**src/rtl/refsel_pkg.sv**
```systemverilog
// Package refsel_pkg
// Holds the shared state encoding of the reference-select sequencer.
// Assumes nothing beyond a 3-bit encoding being wide enough.
package refsel_pkg;

    typedef enum logic [2:0] {
        S_IDLE,
        S_ASSERT_RST,
        S_CHANGE_SEL,
        S_HOLD_RST,
        S_WAIT_STABLE,
        S_RELEASE,
        S_WAIT_LOCK,
        S_LOCKED
    } seq_state_t;

endpackage

```
**src/rtl/lock_qual.sv**
```systemverilog
// Module lock_qual
// Brings the asynchronous PLL lock into the clk domain through two flops.
// It reports lock_ok only after the synchronized level has stayed high for
// FILT consecutive cycles. Any low sample drops lock_ok at once.
// Assumes FILT >= 1.
module lock_qual #(
    parameter int FILT = 8
) (
    input  logic clk,
    input  logic rst_n,
    input  logic lock_async,
    output logic lock_ok
);

    localparam int FW = $clog2(FILT + 1);

    logic [1:0]    sync_q;
    logic [FW-1:0] run_q;

    // Two-stage synchronizer for the raw lock level.
    always_ff @(posedge clk) begin
        if (!rst_n) sync_q <= '0;
        else        sync_q <= {sync_q[0], lock_async};
    end

    // Count consecutive high samples; qualify once the run reaches FILT.
    always_ff @(posedge clk) begin
        if (!rst_n) begin
            run_q   <= '0;
            lock_ok <= 1'b0;
        end else if (!sync_q[1]) begin
            run_q   <= '0;
            lock_ok <= 1'b0;
        end else if (run_q == FW'(FILT - 1)) begin
            lock_ok <= 1'b1;
        end else begin
            run_q <= run_q + 1'b1;
        end
    end

endmodule

```
**src/rtl/cyc_counter.sv**
```systemverilog
// Module cyc_counter
// A saturating up-counter with a synchronous clear. The sequencer uses it
// for both the reset hold time and the lock timeout.
// Assumes clear and enable are never needed in the same cycle (clear wins).
module cyc_counter #(
    parameter int W = 8
) (
    input  logic         clk,
    input  logic         rst_n,
    input  logic         clr,
    input  logic         en,
    output logic [W-1:0] count
);

    // Clear, advance or hold the count; stop at all-ones.
    always_ff @(posedge clk) begin
        if (!rst_n)                 count <= '0;
        else if (clr)               count <= '0;
        else if (en && count != '1) count <= count + 1'b1;
    end

endmodule

```
**src/rtl/seq_fsm.sv**
```systemverilog
// Module seq_fsm
// Controls the PLL reset and the reference select through the sequence
// assert-reset, move-select, hold, wait-stable, release, wait-lock.
// The select register is written only in S_CHANGE_SEL, which is entered
// one cycle after pll_rstn has gone low. Power-up starts in S_ASSERT_RST.
// Assumes cnt comes from an external counter driven by cnt_clr/cnt_en.
module seq_fsm
    import refsel_pkg::*;
#(
    parameter int SEL_W        = 2,
    parameter int INIT_SEL     = 0,
    parameter int RST_CYC      = 1,
    parameter int LOCK_TIMEOUT = 4096,
    parameter int CNT_W        = 13
) (
    input  logic             clk,
    input  logic             rst_n,
    input  logic             req_valid,
    input  logic [SEL_W-1:0] req_sel,
    input  logic             ref_stable,
    input  logic             lock_ok,
    input  logic             lost_clr,
    input  logic [CNT_W-1:0] cnt,
    output logic             cnt_clr,
    output logic             cnt_en,
    output logic             pll_rstn,
    output logic [SEL_W-1:0] pll_sel,
    output logic             busy,
    output logic             done,
    output logic             locked,
    output logic             lock_lost,
    output logic             lock_err
);

    localparam logic [CNT_W-1:0] HOLD_LAST = CNT_W'(RST_CYC - 1);
    localparam logic [CNT_W-1:0] TOUT_LAST = CNT_W'(LOCK_TIMEOUT - 1);
    localparam logic [SEL_W-1:0] SEL_RST   = SEL_W'(INIT_SEL);

    seq_state_t       state_q;
    logic [SEL_W-1:0] target_q;
    logic             accept;

    // Requests are taken only when no sequence is running.
    assign accept = req_valid && (state_q == S_IDLE || state_q == S_LOCKED);

    // Counter control: clear on entry to each timed wait, count inside it.
    always_comb begin
        cnt_clr = (state_q == S_CHANGE_SEL) || (state_q == S_RELEASE);
        cnt_en  = (state_q == S_HOLD_RST)   || (state_q == S_WAIT_LOCK);
    end

    // Status decoded from the state.
    always_comb begin
        busy   = !(state_q == S_IDLE || state_q == S_LOCKED);
        locked = (state_q == S_LOCKED);
    end

    // Sequencing, PLL pin registers and status flags.
    always_ff @(posedge clk) begin
        if (!rst_n) begin
            state_q   <= S_ASSERT_RST;
            target_q  <= SEL_RST;
            pll_sel   <= SEL_RST;
            pll_rstn  <= 1'b0;
            done      <= 1'b0;
            lock_lost <= 1'b0;
            lock_err  <= 1'b0;
        end else begin
            done <= 1'b0;
            if (lost_clr) lock_lost <= 1'b0;
            unique case (state_q)
                S_IDLE: begin
                    if (accept) begin
                        target_q <= req_sel;
                        lock_err <= 1'b0;
                        state_q  <= S_ASSERT_RST;
                    end
                end
                S_ASSERT_RST: begin
                    pll_rstn <= 1'b0;
                    state_q  <= S_CHANGE_SEL;
                end
                S_CHANGE_SEL: begin
                    pll_sel <= target_q;
                    state_q <= S_HOLD_RST;
                end
                S_HOLD_RST: begin
                    if (cnt >= HOLD_LAST) state_q <= S_WAIT_STABLE;
                end
                S_WAIT_STABLE: begin
                    if (ref_stable) state_q <= S_RELEASE;
                end
                S_RELEASE: begin
                    pll_rstn <= 1'b1;
                    state_q  <= S_WAIT_LOCK;
                end
                S_WAIT_LOCK: begin
                    if (lock_ok) begin
                        done    <= 1'b1;
                        state_q <= S_LOCKED;
                    end else if (cnt >= TOUT_LAST) begin
                        done     <= 1'b1;
                        lock_err <= 1'b1;
                        state_q  <= S_IDLE;
                    end
                end
                S_LOCKED: begin
                    if (accept) begin
                        target_q <= req_sel;
                        lock_err <= 1'b0;
                        state_q  <= S_ASSERT_RST;
                    end else if (!lock_ok) begin
                        lock_lost <= 1'b1;
                        state_q   <= S_IDLE;
                    end
                end
                default: state_q <= S_IDLE;
            endcase
        end
    end

endmodule

```
**src/rtl/pll_refsel_seq.sv**
```systemverilog
// Module pll_refsel_seq
// Top of the PLL reset and reference-select sequencer. It ties together the
// lock qualifier, the shared cycle counter and the sequencing FSM.
// Assumes ref_stable is already synchronous to clk. pll_lock_async may be
// fully asynchronous.
module pll_refsel_seq #(
    parameter int SEL_W         = 2,
    parameter int INIT_SEL      = 0,
    parameter int CLK_PERIOD_PS = 10000,
    parameter int MIN_RST_PS    = 10000,
    parameter int LOCK_FILT     = 8,
    parameter int LOCK_TIMEOUT  = 4096
) (
    input  logic             clk,
    input  logic             rst_n,
    input  logic             req_valid,
    input  logic [SEL_W-1:0] req_sel,
    input  logic             ref_stable,
    input  logic             pll_lock_async,
    input  logic             lost_clr,
    output logic             pll_rstn,
    output logic [SEL_W-1:0] pll_sel,
    output logic             busy,
    output logic             done,
    output logic             locked,
    output logic             lock_lost,
    output logic             lock_err
);

    localparam int RST_RAW = (MIN_RST_PS + CLK_PERIOD_PS - 1) / CLK_PERIOD_PS;
    localparam int RST_CYC = (RST_RAW < 1) ? 1 : RST_RAW;
    localparam int CNT_MAX = (RST_CYC > LOCK_TIMEOUT) ? RST_CYC : LOCK_TIMEOUT;
    localparam int CNT_W   = $clog2(CNT_MAX + 1);

    logic             lock_ok;
    logic             cnt_clr;
    logic             cnt_en;
    logic [CNT_W-1:0] cnt;

    lock_qual #(.FILT(LOCK_FILT)) u_qual (
        .clk        (clk),
        .rst_n      (rst_n),
        .lock_async (pll_lock_async),
        .lock_ok    (lock_ok)
    );

    cyc_counter #(.W(CNT_W)) u_cnt (
        .clk   (clk),
        .rst_n (rst_n),
        .clr   (cnt_clr),
        .en    (cnt_en),
        .count (cnt)
    );

    seq_fsm #(
        .SEL_W        (SEL_W),
        .INIT_SEL     (INIT_SEL),
        .RST_CYC      (RST_CYC),
        .LOCK_TIMEOUT (LOCK_TIMEOUT),
        .CNT_W        (CNT_W)
    ) u_fsm (
        .clk        (clk),
        .rst_n      (rst_n),
        .req_valid  (req_valid),
        .req_sel    (req_sel),
        .ref_stable (ref_stable),
        .lock_ok    (lock_ok),
        .lost_clr   (lost_clr),
        .cnt        (cnt),
        .cnt_clr    (cnt_clr),
        .cnt_en     (cnt_en),
        .pll_rstn   (pll_rstn),
        .pll_sel    (pll_sel),
        .busy       (busy),
        .done       (done),
        .locked     (locked),
        .lock_lost  (lock_lost),
        .lock_err   (lock_err)
    );

endmodule

```
**config.mk**
```make
export PLATFORM = sky130hd
export DESIGN_NAME = pll_refsel_seq
export DESIGN_NICKNAME = d
export VERILOG_FILES = /design/src/rtl/refsel_pkg.sv /design/src/rtl/lock_qual.sv /design/src/rtl/cyc_counter.sv /design/src/rtl/seq_fsm.sv /design/src/rtl/pll_refsel_seq.sv
export SDC_FILE = /design/constraint.sdc
export NUM_CORES = 1
export LEC_CHECK = 0
export ABC_AREA = 1
export ABC_CLOCK_PERIOD_IN_PS = 1600
export CAP_MARGIN = 40
export CELL_PAD_IN_SITES_DETAIL_PLACEMENT = 1
export CELL_PAD_IN_SITES_GLOBAL_PLACEMENT = 2
export CORE_ASPECT_RATIO = 1.25
export CORE_MARGIN = 1
export CORE_UTILIZATION = 32
export CTS_BUF_LIST = sky130_fd_sc_hd__clkbuf_2 sky130_fd_sc_hd__clkbuf_4 sky130_fd_sc_hd__clkbuf_8
export CTS_CLUSTER_DIAMETER = 50
export DETAILED_ROUTE_END_ITERATION = 16
export PLACE_DENSITY = 0.9
export SLEW_MARGIN = 30
export SYNTH_ARGS = -nofsm -noshare
export SYNTH_HDL_FRONTEND = slang
export SYNTH_SLANG_ARGS = --single-unit
```
**constraint.sdc**
```tcl
create_clock -name clk -period 1.6 [get_ports clk]
set_input_delay 0.16 -clock clk [delete_from_list [all_inputs] [get_ports clk]]
set_output_delay 0.16 -clock clk [all_outputs]
set_load 0.01 [all_outputs]
```
Yosys cells after proc, flatten, opt, wreduce, memory -nomap -nowiden
Index checks and enable logic that the tools add are counted.
{"block": "classes", "reduce_logical": 16, "addsub": 2, "n_lt_le_gt_ge": 2, "muxes": 19, "n_bitwise": 1, "n_eq_ne": 17}
{"op": "$pmux 3 s8", "n": 1}
{"op": "$mux 3", "n": 7}
{"op": "$add 13x1->13 const B", "n": 1}
{"op": "$ge 13x1->1 const B", "n": 1}
{"op": "$ge 13x12->1 const B", "n": 1}
{"op": "$ne 13x13->1 const B", "n": 1}
{"op": "$eq 3x3->1 const B", "n": 4}
{"op": "$mux 1", "n": 9}
{"op": "$ne 2x2->1 const B", "n": 4}
{"op": "$eq 3x2->1 const B", "n": 2}
{"op": "$reduce_and 2->1", "n": 3}
{"op": "$reduce_and 5->1", "n": 1}
{"op": "$add 4x1->4 const B", "n": 1}
{"op": "$eq 4x3->1 const B", "n": 1}
{"op": "$ne 2x1->1 const B", "n": 2}
{"op": "$pmux 1 s2", "n": 2}
{"op": "$reduce_and 4->1", "n": 1}
{"op": "$reduce_bool 2->1", "n": 2}
{"op": "$reduce_or 2->1", "n": 2}
{"op": "$eq 3x1->1 const B", "n": 1}
{"op": "$logic_not 3->1", "n": 1}
{"op": "$logic_or 1x1->1", "n": 3}
{"op": "$ne 3x2->1 const B", "n": 1}
{"op": "$ne 3x3->1 const B", "n": 1}
{"op": "3 further kinds", "n": 4}
{"block": "word_totals", "regBits": 31, "wordCells": 68, "input_bits": 8, "out_inout_bits": 8}

Longest topological paths before layout
Gate-level depths: netlist of the first run.
{"block": "depth", "depth_word": 5, "depth_mapped": 10, "ltp_nobuf": 10}

Cells and area by module
A second synthesis of the first run with hierarchy kept.
{"block": "unflattened", "cells_unflattened": 250, "hier_area_um2": 1687.9}
{"module": "cyc_counter", "cells_each": 116, "area_each_um2": 777.0, "n_inst": 1}
{"module": "seq_fsm", "cells_each": 99, "area_each_um2": 630.6, "n_inst": 1}
{"module": "lock_qual", "cells_each": 35, "area_each_um2": 280.3, "n_inst": 1}

Worst setup path before layout of the first run
Ideal clock, no wire load.
{"block": "synth_timing", "path_type": "register to register", "from": "register u_cnt.count[0]", "to": "register u_cnt.count[2]", "slack_ns": 0.167, "setup_time_ns": 0.071, "arrival_ns": 1.362, "stages_incl_launch_ff": 9, "required_ns": 1.529, "path_buffers": 1, "synth_period_minus_slack_ns": 1.433, "path_cell_list": "dfxtp_1 -> ha_1 -> inv_1 -> nor2_1 -> nand3_2 -> o21ai_4 -> buf_6 -> nand2_1 -> a21oi_1"}
{"block": "synth_between", "elab_chain_cells": 2}
{"element": "start: declaration", "line": "cyc_counter.sv:12", "text": "output logic [W-1:0] count"}
{"element": "start signal: assignment", "line": "cyc_counter.sv:19", "text": "else if (en && count != '1) count <= count + 1'b1;"}
{"element": "branches (longest 2 deep; another with $add 13x1->13)"}
Parallel ways; which one is timed is not known.
A chain may end at the register's enable or synchronous reset.

Worst setup path after layout of the first run
{"block": "layout_timing", "from": "register u_cnt.count[1]", "to": "register u_cnt.count[7]"}
The elaborated chain is that of the path after synthesis.

==> results of run 1 <==
## routing by layer
layer	vias to the layer above	part of all wire (%)	global-route usage, %
met5	-	0	0
li1	791	-	-
met1	695	42	17.9
met3	6	2.1	3.43
met2	14	54	33.8
met4	0	1.8	7.50
## layout by cell type, fill, tap and decap left out, drive strengths merged
master / netlist / layout
o21a: 1 / 1
buf: 1 / 13
nor2: 39 / 39
nand4: 1 / 1
ha: 2 / 2
a21oi: 17 / 17
nand2: 58 / 58
dlygate4sd2: 0 / 2
dfxtp: 31 / 31
clkdlybuf4s50: 0 / 13
xnor2: 2 / 2
inv: 29 / 29
clkbuf: 1 / 6
o21bai: 1 / 1
clkinv: 0 / 1
nand3: 20 / 20
xor2: 3 / 3
o211ai: 1 / 1
nor3: 6 / 6
o21ai: 15 / 15
## kinds of logic after synthesis
kind of cell | after synthesis | share of synthesized area [%]
and+or+nand+nor | 124 | 34.6
adders and majority gates | 2 | 1.62
xor gates and xnor gates | 5 | 2.84
DFF | 31 | 40.3
AOI/OAI and AO/OA | 35 | 12.6
buffers and inverters | 31 | 8.04
## cells in the mapped netlist
library cell                n  area share, %
sky130_fd_sc_hd__xor2_1     3            1.7
sky130_fd_sc_hd__o211ai_1   1           0.49
sky130_fd_sc_hd__inv_2      5            1.2
sky130_fd_sc_hd__nor2_1    35            8.5
sky130_fd_sc_hd__nand2_2    1           0.41
sky130_fd_sc_hd__nand4_1    1           0.41
sky130_fd_sc_hd__o21ai_1    5            1.6
sky130_fd_sc_hd__nand3_1   18            5.8
sky130_fd_sc_hd__dfxtp_1   31             40
sky130_fd_sc_hd__nor2_4     2            1.5
sky130_fd_sc_hd__clkbuf_1   1           0.24
sky130_fd_sc_hd__nand2_1   57             14
sky130_fd_sc_hd__nand3_2    2            1.3
sky130_fd_sc_hd__o21bai_1   1           0.49
sky130_fd_sc_hd__inv_1     24            5.8
sky130_fd_sc_hd__o21a_1     1           0.49
sky130_fd_sc_hd__o21ai_4    1            1.1
sky130_fd_sc_hd__nor3_1     6            1.9
sky130_fd_sc_hd__xnor2_1    2            1.1
sky130_fd_sc_hd__buf_6      1           0.73
sky130_fd_sc_hd__ha_1       2            1.6
sky130_fd_sc_hd__a21oi_1   17            5.5
sky130_fd_sc_hd__nor2_2     2           0.81
sky130_fd_sc_hd__o21ai_0    9            2.9
## how the worst max path moves through the flow
stage / cells past startpoint / slack, ns / from / to
after CTS: 9 / 0.04 / u_cnt.count[1]$_SDFFE_PP0P_ / u_cnt.count[3]$_SDFFE_PP0P_
after global placement: 8 / 0.06 / u_cnt.count[1]$_SDFFE_PP0P_ / u_cnt.count[4]$_SDFFE_PP0P_
after floorplan: 8 / 0.17 / u_cnt.count[0]$_SDFFE_PP0P_ / u_cnt.count[2]$_SDFFE_PP0P_
final: 9 / 0.07 / u_cnt.count[1]$_SDFFE_PP0P_ / u_cnt.count[7]$_SDFFE_PP0P_
after global routing: 9 / -0.06 / u_cnt.count[1]$_SDFFE_PP0P_ / u_cnt.count[3]$_SDFFE_PP0P_
after detailed placement: 8 / -0.03 / u_cnt.count[1]$_SDFFE_PP0P_ / u_cnt.count[3]$_SDFFE_PP0P_
## sequential cells by signal, summed over array words and instances (netlist names)
signal	cells
u_fsm.done	1
u_fsm.lock_err	1
u_fsm.pll_rstn	1
u_fsm.lock_lost	1
u_qual.run_q	4
u_fsm.target_q	2
u_fsm.state_q	3
u_qual.sync_q	2
u_qual.lock_ok	1
u_cnt.count	13
u_fsm.pll_sel	2
## final cells by class
class	instances	area share [%]
timing repair buffer	28	12.7
multi-input combinational	166	41.4
inverter	29	5.57
sequential	31	32.1
clock buffer	6	4.23
tap	58	3.71
clock inverter	1	0.256
## timing repair
action,CTS,global route
gates resized for setup,6,6
pin swaps,1,3
setup buffers,2,0
setup endpoints to repair,7,15
## power by group
group	internal [mW]	switching [mW]	leakage [nW]
logic	0.328	0.538	0.518
registers	0.880	0.101	0.253
clock network	0.337	0.293	0.0470
total	1.55	0.932	0.818
## worst max-delay path: stages, from the launching register on
cell and delay, ns:
sky130_fd_sc_hd__dfxtp_2 0.36, sky130_fd_sc_hd__ha_2 0.19, sky130_fd_sc_hd__inv_1 0.07, sky130_fd_sc_hd__nor2_2 0.14, sky130_fd_sc_hd__nand3_2 0.14, sky130_fd_sc_hd__o21ai_4 0.17
sky130_fd_sc_hd__buf_4 0.17, sky130_fd_sc_hd__o21ai_0 0.08, sky130_fd_sc_hd__nand2_1 0.06, sky130_fd_sc_hd__nor2_1 0.04
==> metrics.log, run 1 <==
[metrics] fmax: ~650 MHz
[metrics] Worst Tran Pin Value: 0.274 ns
[metrics] register-to-register setup slack: around 0.073 ns
[metrics] clock period minus final worst setup slack: ~1.5 ns
[metrics] cell area power density: 1270 nW/um2
[metrics] syn_area_per_cell: 6.76 um2
[metrics] DRT antenna net count: 0
[metrics] length in cells of the worst reg-to-reg path: 9
[metrics] relative slew slack: 81.7%
[metrics] launching element type of the critical path: flop
[metrics] max-cap check violation count: 0
[metrics] via count of the first global-routing pass: 1548
[metrics] total die area: a little over 5000 um2
[metrics] Multi-input gate area: 808 um2
[metrics] Post-Place Worst Slack: -0.0278 ns
[metrics] startpoint of the lowest-slack hold path: pll_lock_async
[metrics] boundary pin count: 16
[metrics] grt total ovfl: 0
[metrics] P_leak: about 0.82 nW
[metrics] library cell used as clock root buffer: sky130_fd_sc_hd__clkbuf_8
[metrics] post-DP HPWL: slightly above 3000 um
[metrics] initial core utilization: between 30 and 40%
[metrics] Setup Crit Path Kind: reg2reg
[metrics] number of pins exceeding their max-slew limit in the final report: 0
[metrics] total vias in the final route: between 1500 and 2000
[metrics] DIE WIDTH: 64.1 um
[metrics] number of core rows: 27
[metrics] core box area: 4530 um2
[metrics] setup repair after global routing missed its margin: yes
[metrics] count of cell types in the netlist: 24
[metrics] TritonCTS clock tree: yes
[metrics] worst clock skew: 0.0117 ns
[metrics] area overhead of the layout relative to synthesis: 26.9%
[metrics] clock latency at the later pin of the worst-skew pair: 0.29 ns
[metrics] # diodes: 0
[metrics] number of clock buffers inserted by TritonCTS: 5
[metrics] Fin. Hold Viols: 0
[metrics] Hold WS: 0.406 ns
[metrics] number of instances on the worst hold path: 3
[metrics] Setup Total Neg Slack: 0 ns
[metrics] worst flop-to-flop path endpoint: u_cnt.count[7]$_SDFFE_PP0P_
[metrics] yosys synthesis warning count: 0
[metrics] number of synthesized register bits: 31
[metrics] worst vdd rail ir drop: 658 uV
[metrics] number of non-filler instances in the completed layout: 319
[metrics] # nets final: 271
[metrics] fillcell total: a little over 600
[metrics] average via count per standard cell: 4.72
[metrics] crit share post-route: 95.5%
[metrics] Gate Count Post-Synth: roughly 230
[metrics] pin count of the biggest net entering global routing: 11
[metrics] cell count after placement: 310
[metrics] CTS sink count: 31
[metrics] number of endpoints failing setup at the final stage: 0
[metrics] result of the run: complete, no violations
[metrics] CTS Hold Buffers Added: 0
[metrics] Max H-tree Level: 2
[metrics] maximum fanout along the worst path: 6
[metrics] largest buffer count on any clock path: 2
[metrics] antenna violations before repair: 0
[metrics] endpoint of the worst hold path: u_qual.sync_q[0]$_SDFF_PN0_
[metrics] gr usage total: 17.5%
[metrics] capturing element type of the critical path: flop
[metrics] arrival time at the worst endpoint: 1.70 ns
[metrics] area of the mapped netlist: 1540 um2
[metrics] wire length of the first global-routing pass: 6760 um
[metrics] total power consumption of the routed design: ~2.5 mW
[metrics] register area: about 630 um2
[metrics] Reg-to-Reg Start: u_cnt.count[1]$_SDFFE_PP0P_
[metrics] classification of the worst-slack hold path: in2reg
[metrics] residual DRC count: 0
[metrics] Final Worst Setup Slack: 0.0727 ns
[metrics] net count after synthesis: 238
[metrics] total length of routed wires: between 4000 and 5000 um
[metrics] weighted congestion reported at the end of routability-driven placement: 0.807
[metrics] cell area reported after detailed placement: 1830 um2
[metrics] Iter 0 DRT Violations: 48
[metrics] Die Y-Extent: 79.6 um
[metrics] routed wirelength normalized by instance count: 12.5 um
[metrics] number of search-and-repair iterations in the first detailed-routing pass: 4
[metrics] count of buffers from port buffering: 15
[metrics] Util after Layout: 43.2%
[metrics] final instance area: roughly 2000 um2
[metrics] WP data required: ~1.8 ns
[metrics] fraction of final layout cells with drive strength greater than 1: 15.7%
[metrics] share of the yosys chip area belonging to registers: 40.3%
[metrics] clock input transition at the sequential cells of the worst setup and hold paths: 0.07 ns
No activity file was read; power rests on OpenSTA's default activity.
==> run 2: changes to the inputs <==
--- a/config.mk
+++ b/config.mk
@@ -16,6 +16,7 @@
 export CTS_BUF_LIST = sky130_fd_sc_hd__clkbuf_2 sky130_fd_sc_hd__clkbuf_4 sky130_fd_sc_hd__clkbuf_8
 export CTS_CLUSTER_DIAMETER = 50
 export DETAILED_ROUTE_END_ITERATION = 16
+export HOLD_SLACK_MARGIN = 0.05
 export PLACE_DENSITY = 0.9
 export SLEW_MARGIN = 30
 export SYNTH_ARGS = -nofsm -noshare
==> constraint.sdc (replaced) <==
create_clock -name clk -period 1.6 [get_ports clk]
set_input_delay 0.16 -clock clk [delete_from_list [all_inputs] [get_ports clk]]
set_output_delay 0.16 -clock clk [all_outputs]
set_load 0.1 [all_outputs]
==> run 2 against run 1 <==
- combinational power up 56%
- wire length up 7.0%
- first-iteration DRC count down 33%
- largest power group is now combinational logic
==> metrics.log, run 2 (same netlist as run 1, synthesis figures left out) <==
[metrics] clock latency at the later pin of the worst-skew pair: 0.29 ns (about the same)
[metrics] clock power share: 25.2% (was 25.4%)
[metrics] cell area reported after detailed placement: 1930 um2 (was 1830 um2)
[metrics] Hold WS: 0.397 ns (was 0.406 ns)
[metrics] classification of the worst-slack hold path: in2reg (unchanged)
[metrics] core box area: 4530 um2 (unchanged)
[metrics] weighted congestion reported at the end of routability-driven placement: 0.779 (was 0.807)
[metrics] crit share post-route: 93.1% (was 95.5%)
[metrics] net switching component of the power: 1.28 mW (was 0.932 mW)
[metrics] CP Cell Sequence: ha_2 > inv_1 > nor2_2 > nand3_2 > o21ai_4 > buf_12 > o21ai_0 > nand2_1 > nor2_1 (was ha_2 > inv_1 > nor2_2 > nand3_2 > o21ai_4 > buf_4 > o21ai_0 > nand2_1 > nor2_1)
[metrics] Setup Total Neg Slack: 0 ns (unchanged)
[metrics] relative contribution of combinational cells to total power: 43.5% (was 35.0%)
[metrics] cell area power density: 1470 nW/um2 (was 1270 nW/um2)
[metrics] worst vdd rail ir drop: 1460 uV (was 658 uV)
[metrics] share of power burned in registers: 31.3% (was 39.6%)
[metrics] boundary pin count: 16 (unchanged)
[metrics] # diodes: 0 (unchanged)
[metrics] number of core rows: 27 (unchanged)
[metrics] clock input transition at the sequential cells of the worst setup and hold paths: 0.07 ns (about the same)
[metrics] number of search-and-repair iterations in the first detailed-routing pass: 4 (unchanged)
[metrics] initial core utilization: 34.0% (unchanged)
[metrics] antenna violations before repair: 0 (unchanged)
[metrics] design internal power: 1.83 mW (was 1.55 mW)
[metrics] Worst Tran Pin Value: 0.300 ns (was 0.274 ns)
[metrics] fmax: 671 MHz (was 655 MHz)
[metrics] Top Registers: u_cnt.count (13), u_qual.run_q (4), u_fsm.state_q (3) (unchanged)
[metrics] switching power share of the total: 41.1% (was 37.6%)
[metrics] largest buffer count on any clock path: 2 (unchanged)
[metrics] max-cap check violation count: 0 (unchanged)
[metrics] Max H-tree Level: 2 (unchanged)
[metrics] total vias in the final route: 1544 (was 1506)
[metrics] count of buffers from port buffering: 15 (unchanged)
[metrics] number of pins exceeding their max-slew limit in the final report: 0 (unchanged)
[metrics] pin count of the biggest net entering global routing: 15 (was 11)
[metrics] clock period minus final worst setup slack: 1.49 ns (was 1.53 ns)
[metrics] capturing element type of the critical path: flop (unchanged)
[metrics] count of buffering cells on the critical path with inverters included: 2 (unchanged)
[metrics] arrival time at the worst endpoint: 1.67 ns (was 1.70 ns)
[metrics] Final Worst Setup Slack: 0.110 ns (was 0.0727 ns)
[metrics] total die area: 5100 um2 (unchanged)
[metrics] area overhead of the layout relative to synthesis: 37.0% (was 26.9%)
[metrics] via count of the first global-routing pass: 1642 (was 1548)
[metrics] CTS sink count: 31 (unchanged)
[metrics] grt total ovfl: 0 (unchanged)
[metrics] Iter 0 DRT Violations: 32 (was 48)
[metrics] gr usage total: 18.8% (was 17.5%)
[metrics] CTS Hold Buffers Added: 0 (unchanged)
[metrics] cell count after placement: 311 (was 310)
[metrics] critical path's largest stage delay: 0.36 ns (about the same)
[metrics] launching element type of the critical path: flop (unchanged)
[metrics] max reg flops: 13 (unchanged)
[metrics] post-DP HPWL: 3330 um (was 3050 um)
[metrics] worst clock skew: 0.00806 ns (was 0.0117 ns)
[metrics] DRT antenna net count: 0 (unchanged)
[metrics] Worst path top cell family by delay: flip-flops (was simple AND/OR/NAND/NOR gates)
[metrics] total power consumption of the routed design: 3.11 mW (was 2.48 mW)
[metrics] routed wirelength normalized by instance count: 13.3 um (was 12.5 um)
[metrics] Util after Layout: 46.6% (was 43.2%)
[metrics] number of endpoints failing setup at the final stage: 0 (unchanged)
[metrics] leading cell type in the layout, fill and taps excluded: sky130_fd_sc_hd__nand2_1 (unchanged)
[metrics] Fin. Hold Viols: 0 (unchanged)
[metrics] total length of routed wires: 4280 um (was 4000 um)
[metrics] DIE WIDTH: 64.1 um (unchanged)
[metrics] WP data required: 1.78 ns (about the same)
[metrics] P_leak: 0.885 nW (was 0.818 nW)
[metrics] TritonCTS clock tree: yes (unchanged)
[metrics] register ranked first by flip-flop count: u_cnt.count (unchanged)
[metrics] Die Y-Extent: 79.6 um (unchanged)
[metrics] number of clock buffers inserted by TritonCTS: 5 (unchanged)
[metrics] # nets final: 274 (was 271)
[metrics] library cell used as clock root buffer: sky130_fd_sc_hd__clkbuf_8 (unchanged)
[metrics] slowest cell on the critical path: sky130_fd_sc_hd__dfxtp_2 (unchanged)
[metrics] number of non-filler instances in the completed layout: 323 (was 319)
[metrics] final instance area: 2110 um2 (was 1950 um2)
[metrics] fraction of final layout cells with drive strength greater than 1: 21.1% (was 15.7%)
[metrics] commonest cells after routing, fill and taps aside: 54 x sky130_fd_sc_hd__nand2_1, 32 x sky130_fd_sc_hd__nor2_1, 28 x sky130_fd_sc_hd__dfxtp_1 (was 56 x sky130_fd_sc_hd__nand2_1, 34 x sky130_fd_sc_hd__nor2_1, 27 x sky130_fd_sc_hd__dfxtp_1)
[metrics] Setup Crit Path Kind: reg2reg (unchanged)
[metrics] relative slew slack: 79.9% (was 81.7%)
[metrics] residual DRC count: 0 (unchanged)
[metrics] maximum fanout along the worst path: 14 (was 6)
[metrics] Post-Place Worst Slack: -0.0294 ns (was -0.0278 ns)
[metrics] result of the run: complete, no violations (unchanged)
[metrics] fillcell total: 599 (was 608)
[metrics] average via count per standard cell: 4.78 (was 4.72)
[metrics] wire length of the first global-routing pass: 7210 um (was 6760 um)
run 2: what timing repair did:
| action | CTS | global route |
|---|---|---|
| setup buffers | 1 | 3 |
| pin swaps | 1 | 4 |
| setup endpoints to repair | 5 | 16 |
| gates resized for setup | 0 | 9 |
run 2: per-layer routing:
metal | vias up | track usage, % | part of all wire, %
li1 | 800 | - | -
met1 | 714 | 18.6 | 39
met2 | 20 | 36.3 | 57
met3 | 10 | 4.86 | 2.3
met4 | 0 | 7.95 | 2.2
met5 | - | 0 | 0
run 2: power by group through the flow:
stage / Sequential [mW] / Clock [mW] / Combinational, mW
6_report: 0.972 / 0.783 / 1.35
5_1_grt: 0.983 / 0.843 / 1.48
4_1_cts: 0.963 / 0.797 / 1.31
3_5_place_dp: 0.979 / 0 / 1.25
3_3_place_gp: 0.973 / 0 / 1.23
2_1_floorplan: 1.02 / 0 / 0.803
run 2: path summary, 6_finish.rpt:
| path | from | endpoint | slack, ns | depth (start not counted) |
|---|---|---|---|---|
| worst max-delay path | u_cnt.count[1]$_SDFFE_PP0P_ | u_cnt.count[4]$_SDFFE_PP0P_ | 0.11 | 9 |
| worst min-delay path | pll_lock_async | u_qual.sync_q[0]$_SDFF_PN0_ | 0.40 | 3 |
| worst max register to register | u_cnt.count[1]$_SDFFE_PP0P_ | u_cnt.count[4]$_SDFFE_PP0P_ | 0.11 | 9 |
| worst min register to register | u_qual.sync_q[0]$_SDFF_PN0_ | u_qual.sync_q[1]$_SDFF_PN0_ | 0.42 | 2 |
run 2: worst min-delay path, stage by stage:
cell and delay (ns):
sky130_fd_sc_hd__clkdlybuf4s50_1 0.40, sky130_fd_sc_hd__nand2_1 0.06, sky130_fd_sc_hd__inv_1 0.03
run 2: area by class of cell:
type	count	area (um2)	share of cell area, %
multi-input combinational	166	828	39.3
sequential	31	624	29.6
clock buffer	5	68.8	3.26
inverter	29	109	5.16
timing repair buffer	31	363	17.2
tap	58	72.6	3.44
clock inverter	3	43.8	2.08
==> run 3: changes to the inputs <==
--- a/config.mk
+++ b/config.mk
@@ -18,7 +18,8 @@
 export DETAILED_ROUTE_END_ITERATION = 16
 export HOLD_SLACK_MARGIN = 0.05
 export PLACE_DENSITY = 0.9
-export SLEW_MARGIN = 30
+export SETUP_SLACK_MARGIN = 0.15
+export SLEW_MARGIN = 20
 export SYNTH_ARGS = -nofsm -noshare
 export SYNTH_HDL_FRONTEND = slang
 export SYNTH_SLANG_ARGS = --single-unit
==> run 3 against run 2 <==
- worst hold slack gained 0.012 ns
- sequential power grew 5%
- critical endpoint is now u_fsm.state_q[1]$_SDFFE_PN0P_
- power grew 13%
- critical path type unchanged
- largest power group unchanged
==> metrics.log, run 3 (same netlist as run 1, synthesis figures left out) <==
[metrics] number of core rows: 27 (unchanged)
[metrics] launching element type of the critical path: flop (unchanged)
[metrics] fraction of final layout cells with drive strength greater than 1: 30.5% (was 21.1%)
[metrics] residual DRC count: 0 (unchanged)
[metrics] max-cap check violation count: 0 (unchanged)
[metrics] startpoint of the lowest-slack hold path: pll_lock_async (unchanged)
[metrics] DIE WIDTH: 64.1 um (unchanged)
[metrics] TritonCTS clock tree: yes (unchanged)
[metrics] Fin. Hold Viols: 0 (unchanged)
[metrics] number of search-and-repair iterations in the first detailed-routing pass: 4 (unchanged)
[metrics] number of instances on the worst hold path: 3 (unchanged)
[metrics] number of endpoints failing setup at the final stage: 0 (unchanged)
[metrics] library cell used as clock root buffer: sky130_fd_sc_hd__clkbuf_8 (unchanged)
[metrics] CTS Hold Buffers Added: 0 (unchanged)
[metrics] weighted congestion reported at the end of routability-driven placement: 0.784 (was 0.779)
[metrics] fmax: 689 MHz (was 671 MHz)
[metrics] register area: 638 um2 (was 624 um2)
[metrics] antenna violations before repair: 0 (unchanged)
[metrics] Hold WS: 0.408 ns (was 0.397 ns)
[metrics] CTS sink count: 31 (unchanged)
[metrics] # nets final: 278 (was 274)
[metrics] worst flop-to-flop path endpoint: u_fsm.state_q[1]$_SDFFE_PN0P_ (was u_cnt.count[4]$_SDFFE_PP0P_)
[metrics] boundary pin count: 16 (unchanged)
[metrics] Die Y-Extent: 79.6 um (unchanged)
[metrics] Max H-tree Level: 2 (unchanged)
[metrics] relative slew slack: 78.7% (was 79.9%)
[metrics] leading cell type in the layout, fill and taps excluded: sky130_fd_sc_hd__nand2_1 (unchanged)
[metrics] wire length of the first global-routing pass: 7380 um (was 7210 um)
[metrics] gr usage total: 19.1% (was 18.8%)
[metrics] WP data required: 1.79 ns (was 1.78 ns)
[metrics] Setup Crit Path Kind: reg2reg (unchanged)
[metrics] commonest cells after routing, fill and taps aside: 50 x sky130_fd_sc_hd__nand2_1, 26 x sky130_fd_sc_hd__nor2_1, 23 x sky130_fd_sc_hd__dfxtp_1 (was 54 x sky130_fd_sc_hd__nand2_1, 32 x sky130_fd_sc_hd__nor2_1, 28 x sky130_fd_sc_hd__dfxtp_1)
[metrics] initial core utilization: 34.0% (unchanged)
[metrics] largest buffer count on any clock path: 2 (unchanged)
[metrics] fillcell total: 579 (was 599)
[metrics] via count of the first global-routing pass: 1626 (was 1642)
[metrics] Final Worst Setup Slack: 0.149 ns (was 0.110 ns)
[metrics] total vias in the final route: 1611 (was 1544)
[metrics] post-DP HPWL: 3200 um (was 3330 um)
[metrics] endpoint of the worst hold path: u_qual.sync_q[0]$_SDFF_PN0_ (unchanged)
[metrics] register-to-register setup slack: 0.15 ns (was 0.11 ns)
[metrics] average via count per standard cell: 4.93 (was 4.78)
[metrics] number of clock buffers inserted by TritonCTS: 5 (unchanged)
[metrics] maximum fanout along the worst path: 4 (was 14)
[metrics] P_leak: 0.942 nW (was 0.885 nW)
[metrics] total length of routed wires: 4610 um (was 4280 um)
[metrics] clock input transition at the sequential cells of the worst setup and hold paths: 0.08 ns (was 0.07 ns)
[metrics] area overhead of the layout relative to synthesis: 48.9% (was 37.0%)
[metrics] clock period minus final worst setup slack: 1.45 ns (was 1.49 ns)
[metrics] routed wirelength normalized by instance count: 14.1 um (was 13.3 um)
[metrics] worst clock skew: 0.0138 ns (was 0.00806 ns)
[metrics] Util after Layout: 50.7% (was 46.6%)
[metrics] worst vdd rail ir drop: 1640 uV (was 1460 uV)
[metrics] DRT antenna net count: 0 (unchanged)
[metrics] arrival time at the worst endpoint: 1.64 ns (was 1.67 ns)
[metrics] Top Registers: u_cnt.count (13), u_qual.run_q (4), u_fsm.state_q (3) (unchanged)
[metrics] crit share post-route: 90.7% (was 93.1%)
[metrics] result of the run: complete, no violations (unchanged)
[metrics] Iter 0 DRT Violations: 46 (was 32)
[metrics] count of buffers from port buffering: 15 (unchanged)
[metrics] number of pins exceeding their max-slew limit in the final report: 0 (unchanged)
[metrics] pin count of the biggest net entering global routing: 11 (was 15)
[metrics] total die area: 5100 um2 (unchanged)
[metrics] Multi-input gate area: 947 um2 (was 828 um2)
[metrics] grt total ovfl: 0 (unchanged)
[metrics] capturing element type of the critical path: flop (unchanged)
[metrics] Post-Place Worst Slack: -0.0284 ns (was -0.0294 ns)
[metrics] Reg-to-Reg Start: u_fsm.state_q[1]$_SDFFE_PN0P_ (was u_cnt.count[1]$_SDFFE_PP0P_)
[metrics] Worst Tran Pin Value: 0.316 ns (was 0.300 ns)
[metrics] clock latency at the later pin of the worst-skew pair: 0.29 ns (about the same)
[metrics] setup repair after global routing missed its margin: yes
[metrics] register ranked first by flip-flop count: u_cnt.count (unchanged)
[metrics] core box area: 4530 um2 (unchanged)
[metrics] cell area power density: 1530 nW/um2 (was 1470 nW/um2)
[metrics] max reg flops: 13 (unchanged)
[metrics] length in cells of the worst reg-to-reg path: 9 (unchanged)
[metrics] # diodes: 0 (unchanged)
[metrics] classification of the worst-slack hold path: in2reg (unchanged)
-- run 3: cell count changes in the layout (fill, tap and decap cells not counted), sizes merged --
cell    previous run  this run
buf               24        27
clkinv             2         0
bufinv             1         2
clkbuf             5         6
nor2              39        40
-- run 3: cell type report --
class	count	area share, %
Clock buffer	6	3.33
Tap cell	58	3.16
Sequential cell	31	27.8
Multi-Input combinational cell	167	41.3
Inverter	29	4.86
Timing Repair Buffer	34	16.9
Clock inverter	2	2.62
-- run 3: worst max path at each step --
stage                                        from                       endpoint  slack (ns)  depth (start not counted)
floorplan             u_cnt.count[0]$_SDFFE_PP0P_    u_cnt.count[2]$_SDFFE_PP0P_        0.17                          8
finish              u_fsm.state_q[1]$_SDFFE_PN0P_  u_fsm.state_q[1]$_SDFFE_PN0P_        0.15                          9
global placement      u_cnt.count[1]$_SDFFE_PP0P_    u_cnt.count[4]$_SDFFE_PP0P_        0.06                          8
detailed placement    u_cnt.count[1]$_SDFFE_PP0P_    u_cnt.count[4]$_SDFFE_PP0P_       -0.03                          8
global route        u_fsm.state_q[1]$_SDFFE_PN0P_  u_fsm.state_q[1]$_SDFFE_PN0P_        0.08                          9
CTS                   u_cnt.count[1]$_SDFFE_PP0P_    u_cnt.count[4]$_SDFFE_PP0P_        0.15                          9
-- run 3: power by group --
group          leakage [nW]  total, mW  switching [mW]  internal, mW
Clock                0.0688      0.970           0.330         0.640
Sequential            0.255       1.02           0.126         0.891
Combinational         0.618       1.51           0.961         0.551
Total                 0.942       3.50            1.42          2.08
-- run 3: metrics by stage --
stage	instance area [um2]	instances	setup TNS, ns	power [mW]
final	2290	327	0	3.50
after floorplan	1570	228	0	1.86
after global routing	2290	327	0	3.68
after global placement	1940	310	0	2.22
after detailed placement	1940	310	-0.0516	2.24
after CTS	2160	322	0	3.33
-- run 3: repair_timing --
| action | in CTS | in global routing |
|---|---|---|
| gates resized for setup | 18 | 32 |
| setup buffers | 3 | 5 |
| setup endpoints to repair | 17 | 16 |
| pin swaps | 4 | 13 |
| cloned | 1 | 0 |
-- run 3: critical path: stages (launching register included) --
cell and delay, ns:
sky130_fd_sc_hd__dfxtp_2 0.37, sky130_fd_sc_hd__inv_2 0.07, sky130_fd_sc_hd__nor2_4 0.13, sky130_fd_sc_hd__nand2_2 0.09, sky130_fd_sc_hd__nor2_1 0.15, sky130_fd_sc_hd__nand4_1 0.17
sky130_fd_sc_hd__nand2_2 0.18, sky130_fd_sc_hd__nand2_1 0.07, sky130_fd_sc_hd__nand2_1 0.07, sky130_fd_sc_hd__nor2_1 0.04
-- run 3: per-layer routing --
metal | up-vias | GRT usage, % | wire length (um)
met2 | 31 | 34.1 | 2490
met4 | 0 | 11.4 | 140
met5 | - | 0 | 0
li1 | 807 | - | -
met3 | 11 | 4.71 | 151
met1 | 762 | 20.0 | 1820
